[src/rtl/nrw_pkg.sv]
package nrw_pkg;
    typedef enum logic [1:0] {
        ST_IDLE = 2'd0,
        ST_RECV = 2'd1,
        ST_SCAN = 2'd2,
        ST_PROG = 2'd3
    } wr_state_e;
endpackage

[src/rtl/nrw_first_set.sv]
module nrw_first_set #(
    parameter int N = 8,
    parameter int W = 3
) (
    input  logic [N-1:0] vec,
    output logic         found,
    output logic [W-1:0] idx
);
    always_comb begin
        found = |vec;
        idx   = '0;
        for (int i = N - 1; i >= 0; i--) begin
            if (vec[i]) idx = W'(i);
        end
    end
endmodule

[src/rtl/nrw_row_merge.sv]
module nrw_row_merge #(
    parameter int ROW_BYTES = 8
) (
    input  logic [ROW_BYTES*8-1:0] old_row,
    input  logic [ROW_BYTES*8-1:0] new_row,
    input  logic [ROW_BYTES-1:0]   keep_new,
    output logic [ROW_BYTES*8-1:0] merged
);
    for (genvar c = 0; c < ROW_BYTES; c++) begin : g_byte
        assign merged[c*8 +: 8] = keep_new[c] ? new_row[c*8 +: 8] : old_row[c*8 +: 8];
    end
endmodule

[src/rtl/nrw_sat_inc.sv]
module nrw_sat_inc #(
    parameter int W = 4
) (
    input  logic [W-1:0] cnt_in,
    output logic [W-1:0] cnt_out
);
    assign cnt_out = (&cnt_in) ? cnt_in : cnt_in + W'(1);
endmodule

[src/rtl/nvm_row_writer.sv]
module nvm_row_writer
    import nrw_pkg::*;
#(
    parameter int ROWS        = 8,
    parameter int ROW_BYTES   = 8,
    parameter int WEAR_W      = 4,
    parameter int BUSY_CYCLES = 4,
    localparam int DEPTH      = ROWS * ROW_BYTES,
    localparam int ADDR_W     = $clog2(DEPTH),
    localparam int ROW_W      = $clog2(ROWS),
    localparam int COL_W      = $clog2(ROW_BYTES)
) (
    input  logic              clk,
    input  logic              rst_n,
    input  logic              sram_mode,
    input  logic              wr_start,
    input  logic [ADDR_W-1:0] wr_addr,
    output logic              wr_start_ack,
    input  logic              wr_valid,
    input  logic [7:0]        wr_data,
    input  logic              wr_stop,
    output logic              busy,
    input  logic [ADDR_W-1:0] rd_addr,
    output logic [7:0]        rd_data,
    output logic [7:0]        rd_nvm_data,
    input  logic [ROW_W-1:0]  wear_row,
    output logic [WEAR_W-1:0] wear_count
);
    localparam int TMR_W = $clog2(BUSY_CYCLES + 1);
    localparam logic [WEAR_W-1:0] WEAR_MAX = '1;

    typedef struct packed {
        wr_state_e         state;
        logic [ADDR_W-1:0] addr;
        logic              shadow;
        logic [ROW_W-1:0]  row;
        logic [TMR_W-1:0]  timer;
    } ctrl_t;

    ctrl_t ctrl_d, ctrl_q;
    logic [7:0]        nvm_d   [DEPTH];
    logic [7:0]        nvm_q   [DEPTH];
    logic [7:0]        sram_d  [DEPTH];
    logic [7:0]        sram_q  [DEPTH];
    logic [7:0]        stage_d [DEPTH];
    logic [7:0]        stage_q [DEPTH];
    logic [DEPTH-1:0]  mask_d, mask_q;
    logic [ROWS-1:0]   dirty_d, dirty_q;
    logic [WEAR_W-1:0] wear_d  [ROWS];
    logic [WEAR_W-1:0] wear_q  [ROWS];

    // Current-row views for the merge
    logic [ROW_BYTES*8-1:0] old_row, new_row, merged_row;
    logic [ROW_BYTES-1:0]   row_mask;
    logic                   row_found;
    logic [ROW_W-1:0]       next_row;
    logic [WEAR_W-1:0]      wear_next;
    logic                   commit_now;

    for (genvar c = 0; c < ROW_BYTES; c++) begin : g_row_view
        localparam logic [COL_W-1:0] CI = COL_W'(c);
        assign old_row[c*8 +: 8] = nvm_q[{ctrl_q.row, CI}];
        assign new_row[c*8 +: 8] = stage_q[{ctrl_q.row, CI}];
        assign row_mask[c]       = mask_q[{ctrl_q.row, CI}];
    end

    nrw_row_merge #(.ROW_BYTES(ROW_BYTES)) u_merge (
        .old_row  (old_row),
        .new_row  (new_row),
        .keep_new (row_mask),
        .merged   (merged_row)
    );

    nrw_first_set #(.N(ROWS), .W(ROW_W)) u_scan (
        .vec   (dirty_q),
        .found (row_found),
        .idx   (next_row)
    );

    nrw_sat_inc #(.W(WEAR_W)) u_wear_inc (
        .cnt_in  (wear_q[ctrl_q.row]),
        .cnt_out (wear_next)
    );

    assign commit_now = (ctrl_q.state == ST_PROG) && (ctrl_q.timer == '0);

    always_comb begin
        ctrl_d       = ctrl_q;
        nvm_d        = nvm_q;
        sram_d       = sram_q;
        stage_d      = stage_q;
        mask_d       = mask_q;
        dirty_d      = dirty_q;
        wear_d       = wear_q;
        wr_start_ack = 1'b0;
        unique case (ctrl_q.state)
            ST_IDLE: begin
                if (wr_start) begin
                    wr_start_ack  = 1'b1;
                    ctrl_d.state  = ST_RECV;
                    ctrl_d.addr   = wr_addr;
                    ctrl_d.shadow = sram_mode;
                end
            end
            ST_RECV: begin
                if (wr_valid) begin
                    if (ctrl_q.shadow) begin
                        sram_d[ctrl_q.addr] = wr_data;
                    end else begin
                        stage_d[ctrl_q.addr] = wr_data;
                        mask_d[ctrl_q.addr]  = 1'b1;
                        dirty_d[ctrl_q.addr[ADDR_W-1:COL_W]] = 1'b1;
                    end
                    ctrl_d.addr = ctrl_q.addr + ADDR_W'(1);
                end
                if (wr_stop) begin
                    ctrl_d.state = (!ctrl_q.shadow && (|dirty_d)) ? ST_SCAN : ST_IDLE;
                end
            end
            ST_SCAN: begin
                if (row_found) begin
                    ctrl_d.row   = next_row;
                    ctrl_d.timer = TMR_W'(BUSY_CYCLES - 1);
                    ctrl_d.state = ST_PROG;
                end else begin
                    ctrl_d.state = ST_IDLE;
                end
            end
            ST_PROG: begin
                if (ctrl_q.timer == '0) begin
                    for (int c = 0; c < ROW_BYTES; c++) begin
                        nvm_d[{ctrl_q.row, COL_W'(c)}]  = merged_row[c*8 +: 8];
                        sram_d[{ctrl_q.row, COL_W'(c)}] = merged_row[c*8 +: 8];
                        mask_d[{ctrl_q.row, COL_W'(c)}] = 1'b0;
                    end
                    dirty_d[ctrl_q.row] = 1'b0;
                    wear_d[ctrl_q.row]  = wear_next;
                    ctrl_d.state        = ST_SCAN;
                end else begin
                    ctrl_d.timer = ctrl_q.timer - TMR_W'(1);
                end
            end
            default: ctrl_d.state = ST_IDLE;
        endcase
    end

    always_ff @(posedge clk) begin
        if (!rst_n) begin
            ctrl_q  <= '0;
            mask_q  <= '0;
            dirty_q <= '0;
            for (int a = 0; a < DEPTH; a++) begin
                nvm_q[a]   <= '0;
                sram_q[a]  <= '0;
                stage_q[a] <= '0;
            end
            for (int r = 0; r < ROWS; r++) wear_q[r] <= '0;
        end else begin
            ctrl_q  <= ctrl_d;
            mask_q  <= mask_d;
            dirty_q <= dirty_d;
            nvm_q   <= nvm_d;
            sram_q  <= sram_d;
            stage_q <= stage_d;
            wear_q  <= wear_d;
        end
    end

    assign busy        = (ctrl_q.state == ST_SCAN) || (ctrl_q.state == ST_PROG);
    assign rd_data     = sram_q[rd_addr];
    assign rd_nvm_data = nvm_q[rd_addr];
    assign wear_count  = wear_q[wear_row];

    // no start is acknowledged during programming
    a_r7_no_ack_busy: assert property (@(posedge clk) disable iff (!rst_n)
        busy |-> !wr_start_ack);

    // a scratch-only transaction never enters programming
    a_r5_shadow_no_busy: assert property (@(posedge clk) disable iff (!rst_n)
        (ctrl_q.state == ST_RECV && ctrl_q.shadow && wr_stop) |=> !busy);

    // when idle, no row is left pending
    a_r2_idle_clean: assert property (@(posedge clk) disable iff (!rst_n)
        (ctrl_q.state == ST_IDLE) |-> (dirty_q == '0));

    for (genvar a = 0; a < DEPTH; a++) begin : g_nvm_chk
        // nonvolatile bytes move only on a program cycle
        a_r9_nvm_only_on_commit: assert property (@(posedge clk) disable iff (!rst_n)
            !commit_now |=> $stable(nvm_q[a]));
    end

    for (genvar r = 0; r < ROWS; r++) begin : g_wear_chk
        // saturated count stays put
        a_r8_wear_saturates: assert property (@(posedge clk) disable iff (!rst_n)
            (wear_q[r] == WEAR_MAX) |=> (wear_q[r] == WEAR_MAX));
        // a count moves by at most one per cycle
        a_r4_wear_single_step: assert property (@(posedge clk) disable iff (!rst_n)
            1'b1 |=> (wear_q[r] == $past(wear_q[r]) ||
                      wear_q[r] == $past(wear_q[r]) + WEAR_W'(1)));
    end
endmodule

[config.mk]
export PLATFORM = sky130hd
export DESIGN_NAME = nvm_row_writer
export DESIGN_NICKNAME = d
export VERILOG_FILES = /design/src/rtl/nrw_pkg.sv /design/src/rtl/nrw_first_set.sv /design/src/rtl/nrw_row_merge.sv /design/src/rtl/nrw_sat_inc.sv /design/src/rtl/nvm_row_writer.sv
export SDC_FILE = /design/constraint.sdc
export NUM_CORES = 2
export LEC_CHECK = 0
export BUFFER_PORTS_ARGS = -buffer_cell sky130_fd_sc_hd__buf_2
export CAP_MARGIN = 5
export CORE_MARGIN = 3
export CORE_UTILIZATION = 33
export CTS_CLUSTER_SIZE = 24
export DETAILED_ROUTE_END_ITERATION = 12
export PLACE_DENSITY_LB_ADDON = 0.08
export SKIP_LAST_GASP = 1
export SLEW_MARGIN = 20
export SYNTH_ARGS = -nofsm -noshare
export SYNTH_HDL_FRONTEND = slang
export SYNTH_SLANG_ARGS = --single-unit
[constraint.sdc]
create_clock -name clk -period 2.6 [get_ports clk]
set_input_delay 0.13 -clock clk [delete_from_list [all_inputs] [get_ports clk]]
set_output_delay 0.13 -clock clk [all_outputs]
set_load 0.02 [all_outputs]
; After elaboration in Yosys (flattened, before gate mapping)
; Index checks and enable logic that the tools add are counted.
[op_classes]
n_eq_ne = 11
mux = 180
n_bitwise = 33
reduce_logical = 42
order_cmp = 44
add_sub_neg = 3
[op_table]
columns = op, count
row1 = 512-bit bitwise mux, 18
row2 = 512-bit two-way mux, 3
row3 = 512-bit one-hot mux with 2 select lines, 1
row4 = 8-bit binary-select mux with 6-bit select, 18
row5 = 64-bit AND, 8
row6 = 8-bit two-way mux, 57
row7 = 8-bit demux with 6-bit select, 9
row8 = 64-bit two-way mux, 3
row9 = 64-bit one-hot mux with 2 select lines, 1
row10 = 7-bit greater-or-equal comparator (second input constant), 10
row11 = 6-bit inverter with 7-bit output, 10
row12 = 57-bit inverter with 64-bit output, 1
row13 = 58-bit inverter with 64-bit output, 1
row14 = 59-bit inverter with 64-bit output, 1
row15 = 60-bit inverter with 64-bit output, 1
row16 = 61-bit inverter with 64-bit output, 1
row17 = 62-bit inverter with 64-bit output, 1
row18 = 63-bit inverter with 64-bit output, 1
row19 = 64-bit inverter, 1
row20 = 64-bit OR, 1
row21 = 6-bit by 7-bit < comparator with 1-bit output (second input constant), 9
row22 = 7-bit by 1-bit < comparator with 1-bit output (second input constant), 9
row23 = 6-bit by 1-bit greater-or-equal comparator with 1-bit output (second input constant), 9
row24 = 32-bit bitwise mux, 1
row25 = 41 further kinds, 138
[word_totals]
word_cells = 520
input_bits = 29
output_inout_bits = 22
reg_bits = 1655

; Logic depth before layout (Yosys ltp)
[depth]
depth_word = 15
ltp_mapped = 14
mapped_depth_nobuf = 8

; Modules after synthesis
; A second synthesis with hierarchy kept.
[unflattened]
hier_cells = 9287
area_unflattened_um2 = 83395.0
[modules_own_cells]
columns = mod, n_inst, seq_area_each_um2, cells_each, area_per_inst_um2
row1 = nvm_row_writer, 1, 33131.8, 9192, 82180.1
row2 = nrw_row_merge, 1, 0.0, 72, 1051.0
row3 = nrw_sat_inc, 1, 0.0, 10, 82.6
row4 = nrw_first_set, 1, 0.0, 13, 81.3

; Worst setup path before layout
; OpenSTA, ideal clock, no wires.
[synth_timing]
kind = register to register
from = register ctrl_q[5] (netlist name)
to = register wear_q[21] (netlist name)
path_buffers = 4
synth_period_minus_slack_ns = 2.779
path_stages_with_launch = 13
arrival_time_ns = 2.647
slack_ns = -0.179
required_ns = 2.468
cell_sequence = dfxtp_1 > buf_2 > buf_4 > buf_4 > buf_2 > mux4_2 > mux2i_1 > inv_1 > ha_1 > and2_1 > a21boi_1 > mux2i_1 > o21ai_0
[synth_via]
elab_chain_len = 7
elab_cells_between_ends = 13
cone_classes = 1 x add/sub / 2 x order compare / 7 x mux / 1 x bitwise / 2 x reduce/logical
[synth_lines]
columns = item, line_no
row1 = "start, declared", nvm_row_writer.sv:40  ; ctrl_t ctrl_d, ctrl_q;
row2 = "start signal, assigned", nvm_row_writer.sv:159  ; ctrl_q <= ctrl_d;
row3 = 3-bit inverter with 4-bit output (not written as such) *, "nvm_row_writer.sv:81, nvm_row_writer.sv:137"
row4 = 4-bit binary-select mux with 3-bit select, nvm_row_writer.sv:81  ; .cnt_in (wear_q[ctrl_q.row]),
row5 = 4-bit two-way mux (not written as such) (2 in series), nvm_row_writer.sv:81
row6 = 4-bit by 1-bit adder with 4-bit output or 4-bit AND reduction (tied branches), nrw_sat_inc.sv:7  ; assign cnt_out = (&cnt_in) ? cnt_in : cnt_in + W'(1);
row7 = 4-bit two-way mux, nrw_sat_inc.sv:7
row8 = 32-bit bitwise mux *, nvm_row_writer.sv:137  ; wear_d[ctrl_q.row] = wear_next;
row9 = "end signal, assigned", nvm_row_writer.sv:165  ; wear_q <= wear_d;
row10 = "end, declared", nvm_row_writer.sv:50  ; logic [WEAR_W-1:0] wear_q [ROWS];
; Every way passes the cells marked *; elsewhere a longest branch is shown, timed or not. The select of a mux whose other input is x is not followed.
; A chain may end at the register's enable or synchronous reset.

; Worst setup path after layout
[layout_timing]
from = register ctrl_q[4] (netlist name)
to = register sram_q[204] (netlist name)
[layout_via]
elab_chain_len = 15
elab_cells_between_ends = 130
cone_classes = 16 x order compare / 98 x mux / 8 x bitwise / 8 x reduce/logical
[layout_lines]
columns = item, line_no
row1 = 6-bit inverter with 7-bit output (not written as such), "nvm_row_writer.sv:62, nvm_row_writer.sv:63, nvm_row_writer.sv:133"
row2 = "7-bit greater-or-equal comparator (not written as such), or another cell as far along", nvm_row_writer.sv:133  ; sram_d[{ctrl_q.row, COL_W'(c)}] = merged_row[c*8 +: 8];
row3 = "1-bit logical AND (not written as such), or another cell as far along", nvm_row_writer.sv:133
row4 = 8-bit two-way mux (on tied branches), "nvm_row_writer.sv:133, nvm_row_writer.sv:62, nvm_row_writer.sv:63"
row5 = 8-bit demux with 6-bit select or 8-bit two-way mux (tied branches), "nvm_row_writer.sv:133, nrw_row_merge.sv:10"
row6 = 512-bit bitwise mux (7 in series), nvm_row_writer.sv:133
row7 = 512-bit bitwise mux *, nvm_row_writer.sv:133
row8 = 512-bit two-way mux *, nvm_row_writer.sv:130  ; if (ctrl_q.timer == '0) begin
row9 = 512-bit one-hot mux with 2 select lines *, nvm_row_writer.sv:96  ; unique case (ctrl_q.state)
row10 = "end signal, assigned", nvm_row_writer.sv:163  ; sram_q <= sram_d;
row11 = "end, declared", nvm_row_writer.sv:44  ; logic [7:0] sram_q [DEPTH];
; Marked as above.

==> results.ini <==
[worst_setup_path]
crit_arrival_ps = 3760
worst_setup_path_start_kind = register
r2r_setup_slack_ps = -400
end_kind = register
crit_fanout = 9
cp.required_ps = 3360
worstSetupPathType = register to register

[synth]
netlist_instances = 8167
ys_types = 88
synth_edf_count = 0
synth-seq-cells = 1655
synth_area_leaders = dfxtp_1 43%, mux4_2 10%, mux2i_1 7.8%
netlist_area_sq_mm = 0.0768
yosys.area.top_type_share = 0.431
yosysTopAreaCell = dfxtp_1
yosysWarnings = 0
yosysSeqAreaShare = 0.431
synthArstFlopShare = 0
synthFlopType = dfxtp_1
synthesis.nets = 8200
synth_area_per_cell_sq_um = 9.41

[global_route]
grt_max_degree = 148
grt_pass1_vias = 69900
grt.overflow.total = 0
grt_pass1_wl_microns = 573000
grt.total_usage = 0.339
antenna_found_initial = 19

[floorplanning]
coreArea_sq_mm = 0.231
start_util = 0.333
rows = 176
die-area_sq_mm = 0.239
dieHeight_microns = 489
io_pins = 51
die_w_microns = 489

[placed_design]
gp_congestion = 0.966
port_buffers = 50
dp_cells = 11500
hpwl_microns = 292000

[sta]
relSlewSlack = 0.382
finalClockSkew_ps = 41.6
worst_slack_ps = -397
drv_slew = 0
fin_crit_sh = 1.15
setup_violations = 1043
layout_min_cycle_time_ps = 3000
fmax_mhz = 334
rsz0062_at_grt = true
hold_viol_final = 0
worst_slew_pin_slew_ps = 927

[power]
leakagePower_nw = 37.8
cellPowerDensity_mw_per_mm2 = 578
ir_worst_vdd_mv = 0.557

[clock_tree]
cts.root.buffer_cell = clkbuf_16
clkSlewWorstSetupHoldPaths_ps = 60
cts.sinks = 1655
h-tree-depth = 4
numCtsBuffers = 196
clk_path_buf_depth = 3
insertion_delay_ps = 870
cts_tree = done

[route]
wl_per_cell_microns = 34.8
drc = 0
ant_nets = 0
vias = 73400
dr.pass1.iters = 6
drt-initial-drc-count = 9088
wl_microns = 418000
avgViaCountPerCell = 6.10

[layout]
fin_nets = 8859
drive_gt1_frac = 0.275
final_cells = 12000
num-fill-cells = 22100
finalCoreUtilization = 0.437
area_growth_pct = 31.2

[status]
status = finished with violations
violations = negative setup slack

[worst_hold_path]
hp-class = primary input to register

[flow_run]
drv_cap = 0

-- repair_timing --
| action | in CTS | in global routing |
|---|---|---|
| hold endpoints to repair | 382 | 0 |
| cloned | 12 | 5 |
| buffers inserted | 53 | 30 |
| endpoints found under the setup margin | 1072 | 1092 |
| pin swaps | 39 | 78 |
| hold buffers | 30 | 0 |
| resized for setup | 147 | 276 |
-- path summary, 6_finish.rpt --
check,from,endpoint,cells past startpoint
max,ctrl_q[4],sram_q[204],12
max reg2reg,ctrl_q[4],sram_q[204],12
min,wr_data[3],stage_q[499],4
min reg2reg,stage_q[341],stage_q[341],2
-- sequential cells by signal, summed over array words and instances (netlist names) --
register and cells:
ctrl_q 15, dirty_q 8, mask_q 64, nvm_q 512
sram_q 512, stage_q 512, wear_q 32
-- area by class of cell --
class / instances / area, sq um / share of cell area
multi-input cells: 5638 / 41900 / 0.416
clock buffers: 307 / 5900 / 0.0586
diodes: 10 / 25.0 / 0.000248
repair buffers: 1323 / 15200 / 0.150
well taps: 3026 / 3790 / 0.0376
clock inverters: 54 / 782 / 0.00776
flip-flops and latches: 1655 / 33200 / 0.329
inverters: 12 / 57.6 / 0.000571
-- synthesized netlist by cell type, types with 11 or more instances --
cell type,instances
dfxtp_1,1655
nand2_1,1003
o21ai_0,740
a21oi_1,662
clkbuf_1,605
mux2i_1,599
nor2_1,447
mux4_2,354
o22ai_1,329
nand3_1,281
a22oi_1,215
buf_2,161
mux2_2,131
a221oi_1,112
o211a_1,89
o211ai_1,85
a21o_1,68
buf_1,67
a211oi_1,44
a2bb2oi_1,41
nand4_1,37
nor2b_1,30
nor3_1,30
a22o_1,29
o221ai_1,26
nand2b_1,22
and2_1,21
buf_4,18
a21oi_2,16
nand3b_1,16
o21a_1,16
nor2_2,15
o21ai_2,15
o21ai_1,13
a221o_1,11
buf_6,11
-- kinds of logic after synthesis --
family	Yosys count	share of synthesized area
DFF	1655	0.431
and+or+nand+nor	1979	0.111
AOI/OAI and AO/OA	2563	0.207
buffers and inverters	874	0.0473
adders and majority gates	4	0.000651
xor gates and xnor gates	2	0.000228
muxes	1090	0.202
-- per-stage QoR --
stage	TNS, ps	worst slack, ps	hold slack [ps]	cell area (sq um)	total power [mW]
final	-180910	-397	207	101000	58.3
after global routing	-226990	-369	213	101000	59.7
after CTS	-203450	-364	140	99400	58.5
after detailed placement	-300780	-981	393	90800	29.5
after global placement	-284200	-963	393	90800	29.5
after floorplan	-78.1	-13.3	277	76900	27.7
-- placed cells by master, fill, tap and decap left out, types with 54 or more instances in the layout --
cell and instances:
dfxtp_1 1623, nand2_1 986, buf_4 805, o21ai_0 711, a21oi_1 651, mux2i_1 543, nor2_1 418, mux4_2 354
buf_12 353, o22ai_1 302, nand3_1 277, clkbuf_16 202, a22oi_1 197, mux2_2 130, a221oi_1 92, o211a_1 89
o211ai_1 85, a21o_1 68, buf_6 65, clkbuf_1 55, clkbuf_8 54
-- per-layer routing --
| metal | GRT usage | vias up | part of all wire |
|---|---|---|---|
| li1 | - | 31600 | - |
| met1 | 0.458 | 37400 | 0.42 |
| met2 | 0.518 | 3649 | 0.44 |
| met3 | 0.0721 | 773 | 0.087 |
| met4 | 0.150 | 8 | 0.050 |
| met5 | 0 | - | 0.00012 |
-- report_power, final --
part / internal [mW] / switching [mW] / total, mW
registers: 25.4 / 0.0554 / 25.5
clock network: 17.2 / 11.9 / 29.1
logic: 1.14 / 2.57 / 3.72
total: 43.8 / 14.5 / 58.3
-- worst max-delay path, cell delays in order (launching register included) --
cell      delay (ps)
dfxtp_4          450
buf_4            240
nor2b_4          280
buf_4            160
buf_4            180
a221oi_2         100
buf_4            140
o22ai_1          390
buf_4            310
mux2i_4          120
buf_12           170
buf_4            170
o22ai_1          160
(Power assumes the default switching activity.)
